--- src/rtl/sftx_pkg.sv ---
// Shared types for the serial frame transmitter.
// Assumes: word length never exceeds 8 bits; control word fits 5 bits.
package sftx_pkg;

    typedef enum logic [2:0] {
        ST_IDLE,
        ST_START,
        ST_DATA,
        ST_PARITY,
        ST_STOP
    } sftx_state_e;

    typedef struct packed {
        logic [1:0] wsel;
        logic       par_en;
        logic       par_even;
        logic       stop_sel;
    } sftx_cfg_t;

endpackage

--- src/rtl/sftx_bit_timer.sv ---
// Counts baud ticks within the current bit period and flags its last tick.
// Assumes: tick is at most one cycle wide; limit is nonzero and is only
// raised or kept while a period runs, never lowered below the count.
module sftx_bit_timer #(
    parameter int CNT_W = 6
) (
    input  logic             clk,
    input  logic             rst_n,
    input  logic             clear,
    input  logic             tick,
    input  logic [CNT_W-1:0] limit,
    output logic             done
);

    logic [CNT_W-1:0] cnt;

    // Period ends on the tick that would bring the count up to the limit.
    assign done = tick && (cnt == limit - CNT_W'(1));

    // Advance on each tick; restart on a new frame or at period end.
    always_ff @(posedge clk) begin
        if (!rst_n)             cnt <= '0;
        else if (clear || done) cnt <= '0;
        else if (tick)          cnt <= cnt + CNT_W'(1);
    end

    // The count never runs past the period length chosen by the sequencer.
    assert_cnt_bound_R8: assert property (@(posedge clk) disable iff (!rst_n)
        cnt < limit);

endmodule

--- src/rtl/sftx_shifter.sv ---
// Holds the character being sent, masked to the selected length, and the
// parity bit computed from it at load time.
// Assumes: load and advance are never high in the same cycle.
module sftx_shifter #(
    parameter int DATA_W   = 8,
    parameter int MIN_BITS = 5
) (
    input  logic              clk,
    input  logic              rst_n,
    input  logic              load,
    input  logic              advance,
    input  logic [DATA_W-1:0] data,
    input  logic [1:0]        wsel,
    input  logic              par_even,
    output logic              line_bit,
    output logic              par_bit
);

    logic [DATA_W-1:0] mask;
    logic [DATA_W-1:0] masked;
    logic [DATA_W-1:0] sh;
    logic              par_q;

    // Build the mask of bits that belong to the selected word length.
    always_comb begin
        for (int i = 0; i < DATA_W; i++)
            mask[i] = (i < (MIN_BITS + int'(wsel)));
    end

    assign masked = data & mask;

    // Capture the character on load and shift it right after each data bit.
    always_ff @(posedge clk) begin
        if (!rst_n) begin
            sh    <= '0;
            par_q <= 1'b0;
        end else if (load) begin
            sh    <= masked;
            par_q <= (^masked) ^ ~par_even;
        end else if (advance) begin
            sh    <= sh >> 1;
        end
    end

    assign line_bit = sh[0];
    assign par_bit  = par_q;

    // The sequencer never loads a new character while it is shifting one.
    assert_load_advance_excl_R2: assert property (@(posedge clk) disable iff (!rst_n)
        !(load && advance));

endmodule

--- src/rtl/serial_frame_tx.sv ---
// Serial character transmitter: accepts a character over valid/ready and
// sends start, data (LSB first), optional parity and stop periods.
// Assumes: tick16 is a one-cycle enable at 16x bit rate; reset is synchronous.
module serial_frame_tx
    import sftx_pkg::*;
#(
    parameter int DATA_W     = 8,
    parameter int OVERSAMPLE = 16
) (
    input  logic              clk,
    input  logic              rst_n,
    input  logic              tick16,
    input  logic [1:0]        word_sel,
    input  logic              par_en,
    input  logic              par_even,
    input  logic              stop_sel,
    input  logic              in_valid,
    input  logic [DATA_W-1:0] in_data,
    output logic              in_ready,
    output logic              txd
);

    localparam int MIN_BITS   = DATA_W - 3;
    localparam int IDX_W      = $clog2(DATA_W);
    localparam int CNT_W      = $clog2(2 * OVERSAMPLE + 1);
    localparam int STOP_ONE   = OVERSAMPLE;
    localparam int STOP_HALF  = OVERSAMPLE + OVERSAMPLE / 2;
    localparam int STOP_TWO   = 2 * OVERSAMPLE;

    sftx_state_e      state;
    sftx_cfg_t        cfg_in;
    sftx_cfg_t        cfg_q;
    logic [IDX_W-1:0] bit_idx;
    logic [IDX_W-1:0] last_idx;
    logic [CNT_W-1:0] stop_ticks;
    logic [CNT_W-1:0] limit;
    logic             accept;
    logic             period_done;
    logic             data_bit;
    logic             par_bit;

    assign cfg_in   = '{wsel: word_sel, par_en: par_en, par_even: par_even,
                        stop_sel: stop_sel};
    assign in_ready = (state == ST_IDLE);
    assign accept   = in_valid && in_ready;
    assign last_idx = IDX_W'(MIN_BITS - 1) + IDX_W'(cfg_q.wsel);

    // Stop period length from the captured control word.
    always_comb begin
        if (!cfg_q.stop_sel)        stop_ticks = CNT_W'(STOP_ONE);
        else if (cfg_q.wsel == 2'b00) stop_ticks = CNT_W'(STOP_HALF);
        else                        stop_ticks = CNT_W'(STOP_TWO);
    end

    assign limit = (state == ST_STOP) ? stop_ticks : CNT_W'(OVERSAMPLE);

    sftx_bit_timer #(.CNT_W(CNT_W)) u_timer (
        .clk   (clk),
        .rst_n (rst_n),
        .clear (accept),
        .tick  (tick16),
        .limit (limit),
        .done  (period_done)
    );

    sftx_shifter #(.DATA_W(DATA_W), .MIN_BITS(MIN_BITS)) u_shift (
        .clk      (clk),
        .rst_n    (rst_n),
        .load     (accept),
        .advance  ((state == ST_DATA) && period_done),
        .data     (in_data),
        .wsel     (word_sel),
        .par_even (par_even),
        .line_bit (data_bit),
        .par_bit  (par_bit)
    );

    // Frame sequencer: walks start, data, parity and stop periods.
    always_ff @(posedge clk) begin
        if (!rst_n) begin
            state   <= ST_IDLE;
            bit_idx <= '0;
            cfg_q   <= '{wsel: 2'b00, par_en: 1'b0, par_even: 1'b0, stop_sel: 1'b0};
        end else begin
            case (state)
                ST_IDLE: if (accept) begin
                    state <= ST_START;
                    cfg_q <= cfg_in;
                end
                ST_START: if (period_done) begin
                    state   <= ST_DATA;
                    bit_idx <= '0;
                end
                ST_DATA: if (period_done) begin
                    if (bit_idx == last_idx)
                        state <= cfg_q.par_en ? ST_PARITY : ST_STOP;
                    else
                        bit_idx <= bit_idx + IDX_W'(1);
                end
                ST_PARITY: if (period_done) state <= ST_STOP;
                ST_STOP:   if (period_done) state <= ST_IDLE;
                default:   state <= ST_IDLE;
            endcase
        end
    end

    // Line level selected by the current period.
    always_comb begin
        case (state)
            ST_START:  txd = 1'b0;
            ST_DATA:   txd = data_bit;
            ST_PARITY: txd = par_bit;
            default:   txd = 1'b1;
        endcase
    end

    assert_idle_high_R1: assert property (@(posedge clk) disable iff (!rst_n)
        in_ready |-> txd);

    assert_accept_starts_R3: assert property (@(posedge clk) disable iff (!rst_n)
        (in_valid && in_ready) |=> (!txd && !in_ready));

    assert_ready_held_R2: assert property (@(posedge clk) disable iff (!rst_n)
        (!in_ready && !((state == ST_STOP) && period_done)) |=> !in_ready);

    assert_ready_returns_R2: assert property (@(posedge clk) disable iff (!rst_n)
        ((state == ST_STOP) && period_done) |=> (in_ready && txd));

    assert_parity_gated_R7: assert property (@(posedge clk) disable iff (!rst_n)
        (state == ST_PARITY) |-> cfg_q.par_en);

    assert_cfg_held_R9: assert property (@(posedge clk) disable iff (!rst_n)
        (!in_ready && $past(!in_ready)) |-> $stable(cfg_q));

endmodule

--- config.mk ---
export PLATFORM = sky130hd
export DESIGN_NAME = serial_frame_tx
export DESIGN_NICKNAME = d
export VERILOG_FILES = /design/src/rtl/sftx_pkg.sv /design/src/rtl/sftx_bit_timer.sv /design/src/rtl/sftx_shifter.sv /design/src/rtl/serial_frame_tx.sv
export SDC_FILE = /design/constraint.sdc
export NUM_CORES = 1
export LEC_CHECK = 0
export BUFFER_PORTS_ARGS = -buffer_cell sky130_fd_sc_hd__buf_2
export CAP_MARGIN = 20
export CORE_MARGIN = 2
export CORE_UTILIZATION = 60
export DETAILED_ROUTE_END_ITERATION = 8
export GPL_TIMING_DRIVEN = 0
export PLACE_DENSITY_LB_ADDON = 0.15
export SYNTH_ARGS = -nofsm -noshare
export SYNTH_HDL_FRONTEND = slang
export SYNTH_SLANG_ARGS = --single-unit
--- constraint.sdc ---
create_clock -name clk -period 3.9 [get_ports clk]
set_input_delay 0.39 -clock clk [delete_from_list [all_inputs] [get_ports clk]]
set_output_delay 0.39 -clock clk [all_outputs]
set_load 0.02 [all_outputs]
==> metrics.txt, run 1 <==
DR iter-0 viols=40; crit path DAT=2430 ps; Flop pwr share=43.2%; CP startpoint kind=flop; unrepaired setup endpoints after global routing=no; overall routing resource usage=24.1%; Max IR drop VDD=0.000315 V; post-cts hold buffer count=0; WP data required=between 4000 and 5000 ps; post_cts resized=0; fmax=457 MHz; element type at the critical path end=flop; Area after DPL=about 1600 sq um; CTS tree=done; largest net degree at the start of global routing=16; DRC violations left=0; Tmin final=2190 ps; syn_nets=196; share of cells above drive strength 1=19.7%; HP Class=in2reg; post-route cell area=1660 sq um; Mapped Area=1500 sq um; nets=219; WHS=293 ps; sequential share of the synthesized area=33.4%; FF+latch count, synth=25; met3 WL=149 um; total negative setup slack=0 ps; num ports=19; CTS Root Cell=clkbuf_4; routed len/inst=~13 um; Switching Fraction=38.2%; P_int=0.000455 W; initial antenna violation count=0; Sw Pwr=0.000281 W; Die Span Y=54.0 um; Clock Pin Slew Worst Setup and Hold Paths=150 ps; Final HPWL DP=between 2000 and 2500 um; # clock sinks=25; P per Cell Area=444 nW/um^2; Pins Over Slew Limit=0; EDFF count, synth=0; Vias=~1.3k; Post-CTS Setup Repair Bufs=0; syn_area_per_cell=between 8 and 9 sq um; num rows=18; CP Class=reg2reg; clock latency on the worst-skew pair=between 300 and 400 ps; GPL Wtd Cong=0.849; final period utilization=56.1%; Setup Skew=about 6.5 ps; area leader, netlist=dfxtp_1; synth cell count leaders=26 x nand2_1, 25 x dfxtp_1, 18 x nor2_1; Max-slew headroom=69.1%; Max-Cap Viols=0; Via density=between 5 and 6; setup ws final=roughly 1700 ps; # setup viols final=0; antenna viol nets, final=0; Hold Vio Cnt, Final=0; main flop type after synthesis=dfxtp_1; met1 WL=1380 um; top-count cell post-synth=nand2_1; Async S/R FF share, synth=0%; Synth area leaders=dfxtp_1 33%, nand2_1 6.5%, xnor2_1 6.4%; vias in the first global route=1237; Core Box Area=2430 sq um; Clk network pwr share=16.6%; number of placed instances, taps included=about 220; top sig layer=met4; met2 wire length=1440 um; Netlist cell types=40; Worst path slowest cell=a211o_1; Pre-Repair DR Iteration Count=4; Area growth syn-to-layout=10.5%; Die W=54.0 um; Mapped Cells=between 150 and 200; Max clock buf depth=2; Max H-tree Level=1; CTS Buf Count=3; Starting Density=61.7%; Die Area=2920 sq um; outcome=finished clean; Gate power share=40.2%; yosys warns=0; CP max stage delay=between 300 and 400 ps; global route total overflow=0; CP max FO=10; Post-Layout Cell Count=~230; ant diodes=0; first-pass GRT wire length=around 5000 um; worst-margin pin slew=461 ps; WL final=3010 um; I/O Buffers=18; pre-CTS WS=1720 ps; P_leak=0.661 nW; Cell Chain, Critical Path=nand4bb_4 -> nor3_1 -> ha_1 -> xnor2_1 -> nand3_1 -> a211o_1 -> buf_6 -> nor3_2 -> a211oi_2; post-synth top area share=between 30% and 40%
-- sequential cells by signal, indices dropped and copies added (netlist names) --
| signal | flops |
|---|---|
| u_shift.sh | 8 |
| u_timer.cnt | 6 |
| cfg_q | 4 |
| bit_idx | 3 |
| state | 3 |
| u_shift.par_bit | 1 |
-- power by group through the flow --
stage	clock network [W]	logic [W]	registers, W
after floorplan	0	0.000231	0.000317
after global placement	0	0.000285	0.000322
after detailed placement	0	0.000295	0.000323
after CTS	0.000127	0.000296	0.000317
after global routing	0.000133	0.000327	0.000323
final	0.000122	0.000296	0.000318
-- critical path, delay by kind of cell (launching register included) --
family	cells	cell delay (ps)
DFF	1	350
and+or+nand+nor	4	710
xor gates and xnor gates	1	140
buffers and inverters	1	190
adders and majority gates	1	270
AOI/OAI and AO/OA	2	450
-- cell type report --
cell class | instances | area [sq um]
timing repair buffer | 18 | 90.1
buffer | 10 | 47.5
fill | 217 | 774
sequential | 25 | 500
inverter | 1 | 3.75
clock buffer | 3 | 22.5
multi-input combinational | 140 | 948
clock inverter | 1 | 7.51
tap | 30 | 37.5
-- stage by stage --
step                total power (W)  util, %
floorplan                  0.000547        -
CTS                        0.000740     68.2
detailed placement         0.000618     66.9
global route               0.000783     68.2
finish                     0.000735     68.2
global placement           0.000607     66.9
-- path summary, 6_finish.rpt --
path	startpoint	end	slack, ps	cells after the start
worst max-delay path	state[1]$_SDFFE_PN0P_	u_shift.sh[4]$_SDFFE_PN0P_	1710	9
worst min-delay path	stop_sel	cfg_q[0]$_SDFFE_PN0P_	290	3
worst max register to register	state[1]$_SDFFE_PN0P_	u_shift.sh[4]$_SDFFE_PN0P_	1710	9
worst min register to register	u_shift.sh[7]$_SDFFE_PN0P_	u_shift.sh[7]$_SDFFE_PN0P_	480	2
-- cell families after synthesis --
family / after synthesis / share of synthesized area [%]
compound gates: 30 / 15.3
xor+xnor: 16 / 9.34
mux: 8 / 5.34
flops: 25 / 33.4
fa+ha+maj: 3 / 2.50
simple gates: 83 / 30.7
buf+inv: 11 / 3.42
-- cell usage in the layout, fill, tap and decap left out, types with 2 or more instances in the layout --
| master | instances |
|---|---|
| buf_2 | 20 |
| and3_1 | 3 |
| dfxtp_1 | 25 |
| nor2_1 | 18 |
| a211oi_2 | 5 |
| nand2_1 | 26 |
| o21ai_0 | 6 |
| mux2i_1 | 8 |
| a21oi_1 | 5 |
| nand4b_1 | 2 |
| a21o_1 | 2 |
| nand2b_1 | 2 |
| nand3_1 | 8 |
| nand4_1 | 3 |
| a211o_1 | 2 |
| clkbuf_4 | 3 |
| a21boi_0 | 4 |
| clkbuf_1 | 7 |
| nor2b_1 | 3 |
| xnor2_1 | 11 |
| nor3_2 | 5 |
| nor3_1 | 4 |
| ha_1 | 3 |
| xor2_1 | 5 |
-- layer usage --
| metal | track usage [%] | up-vias |
|---|---|---|
| li1 | - | 659 |
| met1 | 31.1 | 606 |
| met2 | 40.2 | 30 |
| met3 | 2.50 | 4 |
| met4 | 10.8 | 0 |
| met5 | 0 | - |
Power figures use the tool's default switching activity.
==> run 2: changes to the inputs <==
- CORE_UTILIZATION: 60 -> 57
- clock period: 3.9 -> 2.1 ns (I/O delays scaled with it)
==> metrics.txt, run 2 (synthesized netlist as in run 1, its figures left out) <==
outcome=finished clean; P_leak=0.694 nW (+4.9%); Most common cell on crit path=nor3_2; Layout fillers=208 (-4.1%); routed len/inst=13.8 um (+4.7%); GPL Wtd Cong=0.844 (-0.62%); CTS tree=done; pre-CTS WS=-115 ps (-1840 ps); Setup Skew=4.77 ps (-1.74 ps); Die Span Y=55.3 um (+2.4%); setup ws final=60.5 ps (-1650 ps); initial antenna violation count=0 (unchanged); HP Class=in2reg; worst-margin pin slew=506 ps (+45.2 ps); global route total overflow=0 (unchanged); R2R cell count=9 (unchanged); WP data required=2330 ps (-1810 ps); first-pass GRT wire length=5400 um (+5.1%); reg2reg start=state[1]$_SDFFE_PN0P_; antenna viol nets, final=0 (unchanged); clock latency on the worst-skew pair=320 ps (about the same); fmax=490 MHz (+7.3%); # clock sinks=25 (unchanged); Area growth syn-to-layout=16.3%; Max clock buf depth=2 (unchanged); P per Cell Area=790 nW/um^2 (+78%); register with the most flip-flops=u_shift.sh; Vias=1306 (+0.54%); Via density=5.65 (-0.77%); Die W=55.3 um (+2.4%); # setup viols final=0 (unchanged); element type at the critical path end=flop; Largest regs=u_shift.sh (8), u_timer.cnt (6), cfg_q (4); CTS Buf Count=3 (unchanged); WHS Path Cells=3 (unchanged); DR iter-0 viols=23 (-43%); Max H-tree Level=1 (unchanged); RR Endpoint=u_shift.sh[0]$_SDFFE_PN0P_; Max-Cap Viols=0 (unchanged); num ports=19 (unchanged); total negative setup slack=0 ps (unchanged); Clock Pin Slew Worst Setup and Hold Paths=150 ps (about the same); max reg flops=8 (unchanged); Worst Hold End=cfg_q[2]$_SDFFE_PN0P_; final period utilization=97.1% (+41 points); Tmin final=2040 ps (-149 ps); Die Area=3060 sq um (+4.9%); reg2reg setup slack=60 ps (-1650 ps); Hold Startpoint=par_en; CP Class=reg2reg; Pins Over Slew Limit=0 (unchanged); CTS Root Cell=clkbuf_4; Max-slew headroom=66.3% (-2.8 points); largest net degree at the start of global routing=16 (unchanged); CP max FO=6 (-4); Hold Vio Cnt, Final=0 (unchanged); WL final=3190 um (+6.0%); CP startpoint kind=flop; share of cells above drive strength 1=23.9% (+4.2 points); CP max stage delay=360 ps (-30 ps); Max IR drop VDD=0.000591 V (+88%); Starting Density=60.6% (-1.1 points); nets=222 (+1.4%); overall routing resource usage=21.4% (-2.7 points); Core Box Area=2480 sq um (+1.9%); I/O Buffers=18 (unchanged); commonest non-fill, non-tap cell in the layout=nand2_1; unrepaired setup endpoints after global routing=yes; most frequent cells in the layout=26 x nand2_1, 24 x dfxtp_1, 20 x buf_2; vias in the first global route=1231 (-0.49%); DRC violations left=0 (unchanged); Cell Chain, Critical Path=nand4bb_4 -> nor3_2 -> ha_1 -> xnor2_2 -> nand3_2 -> a211o_4 -> buf_12 -> nor3_4 -> nor3_2; Pre-Repair DR Iteration Count=5 (+1); ant diodes=0 (unchanged); num rows=18 (unchanged); Worst path slowest cell=dfxtp_2; post-cts hold buffer count=0 (unchanged); Final HPWL DP=2270 um (-1.2%); crit path DAT=2270 ps (-160 ps)
[run 2: changes by cell type in the layout (fill, tap and decap cells not counted), sizes merged]
cell    previous run  this run
buf               21        23
clkbuf            10        11
[run 2: worst max-delay path, delay by kind of cell (launching register included)]
| family | cells | cell delay [ps] |
|---|---|---|
| DFF | 1 | 360 |
| buffers and inverters | 1 | 150 |
| xor gates and xnor gates | 1 | 150 |
| and+or+nand+nor | 5 | 680 |
| adders and majority gates | 1 | 270 |
| AOI/OAI and AO/OA | 1 | 340 |
[run 2: what timing repair did]
| action | 4_1_cts | 5_1_grt |
|---|---|---|
| cloned | 0 | 1 |
| setup endpoints to repair | 11 | 11 |
| buffers inserted | 0 | 2 |
| pin swaps | 1 | 1 |
| resized for setup | 3 | 6 |
[run 2: stage by stage]
| stage | instances | instance area (sq um) | hold slack (ps) | power (W) | util [%] |
|---|---|---|---|---|---|
| 5_1_grt | 231 | 1750 | 140 | 0.00147 | 70.5 |
| 3_5_place_dp | 224 | 1630 | 465 | 0.00114 | 65.7 |
| 3_3_place_gp | 224 | 1630 | 456 | 0.00113 | 65.7 |
| 2_1_floorplan | 176 | 1500 | 347 | 0.00102 | - |
| 4_1_cts | 228 | 1680 | 125 | 0.00137 | 67.7 |
| 6_report | 231 | 1750 | 121 | 0.00138 | 70.5 |
[run 2: power by group]
part	switching, W	total (W)	internal, W
Sequential	0.0000523	0.000595	0.000543
Clock	0.000155	0.000228	0.0000727
Combinational	0.000324	0.000555	0.000231
Total	0.000532	0.00138	0.000846
[run 2: final cells by class]
| type | instances | area [sq um] | area share [%] |
|---|---|---|---|
| clock buffers | 3 | 22.5 | 1.29 |
| clock inverters | 1 | 7.51 | 0.430 |
| well taps | 30 | 37.5 | 2.15 |
| inverters | 1 | 3.75 | 0.215 |
| multi-input cells | 140 | 986 | 56.5 |
| plain buffers | 10 | 56.3 | 3.23 |
| repair buffers | 21 | 130 | 7.46 |
| flip-flops and latches | 25 | 502 | 28.7 |
[run 2: layer usage]
metal	GRT usage, %	wire length [um]	part of all wire [%]	vias to the layer above
li1	-	-	-	671
met1	27.6	1510	47	613
met2	37.6	1560	49	18
met4	6.27	39	1.2	0
met3	2.11	79	2.5	4
met5	0	0	0	-
[run 2: worst max-delay path by stage]
stage | end | from | slack, ps
2_1_floorplan | u_shift.sh[2]$_SDFFE_PN0P_ | state[1]$_SDFFE_PN0P_ | 110
3_3_place_gp | u_shift.sh[0]$_SDFFE_PN0P_ | state[1]$_SDFFE_PN0P_ | -70
3_5_place_dp | u_shift.sh[3]$_SDFFE_PN0P_ | state[1]$_SDFFE_PN0P_ | -120
4_1_cts | bit_idx[2]$_SDFFE_PN0P_ | state[1]$_SDFFE_PN0P_ | -30
5_1_grt | u_shift.sh[3]$_SDFFE_PN0P_ | state[1]$_SDFFE_PN0P_ | -70
6_report | u_shift.sh[0]$_SDFFE_PN0P_ | state[1]$_SDFFE_PN0P_ | 60
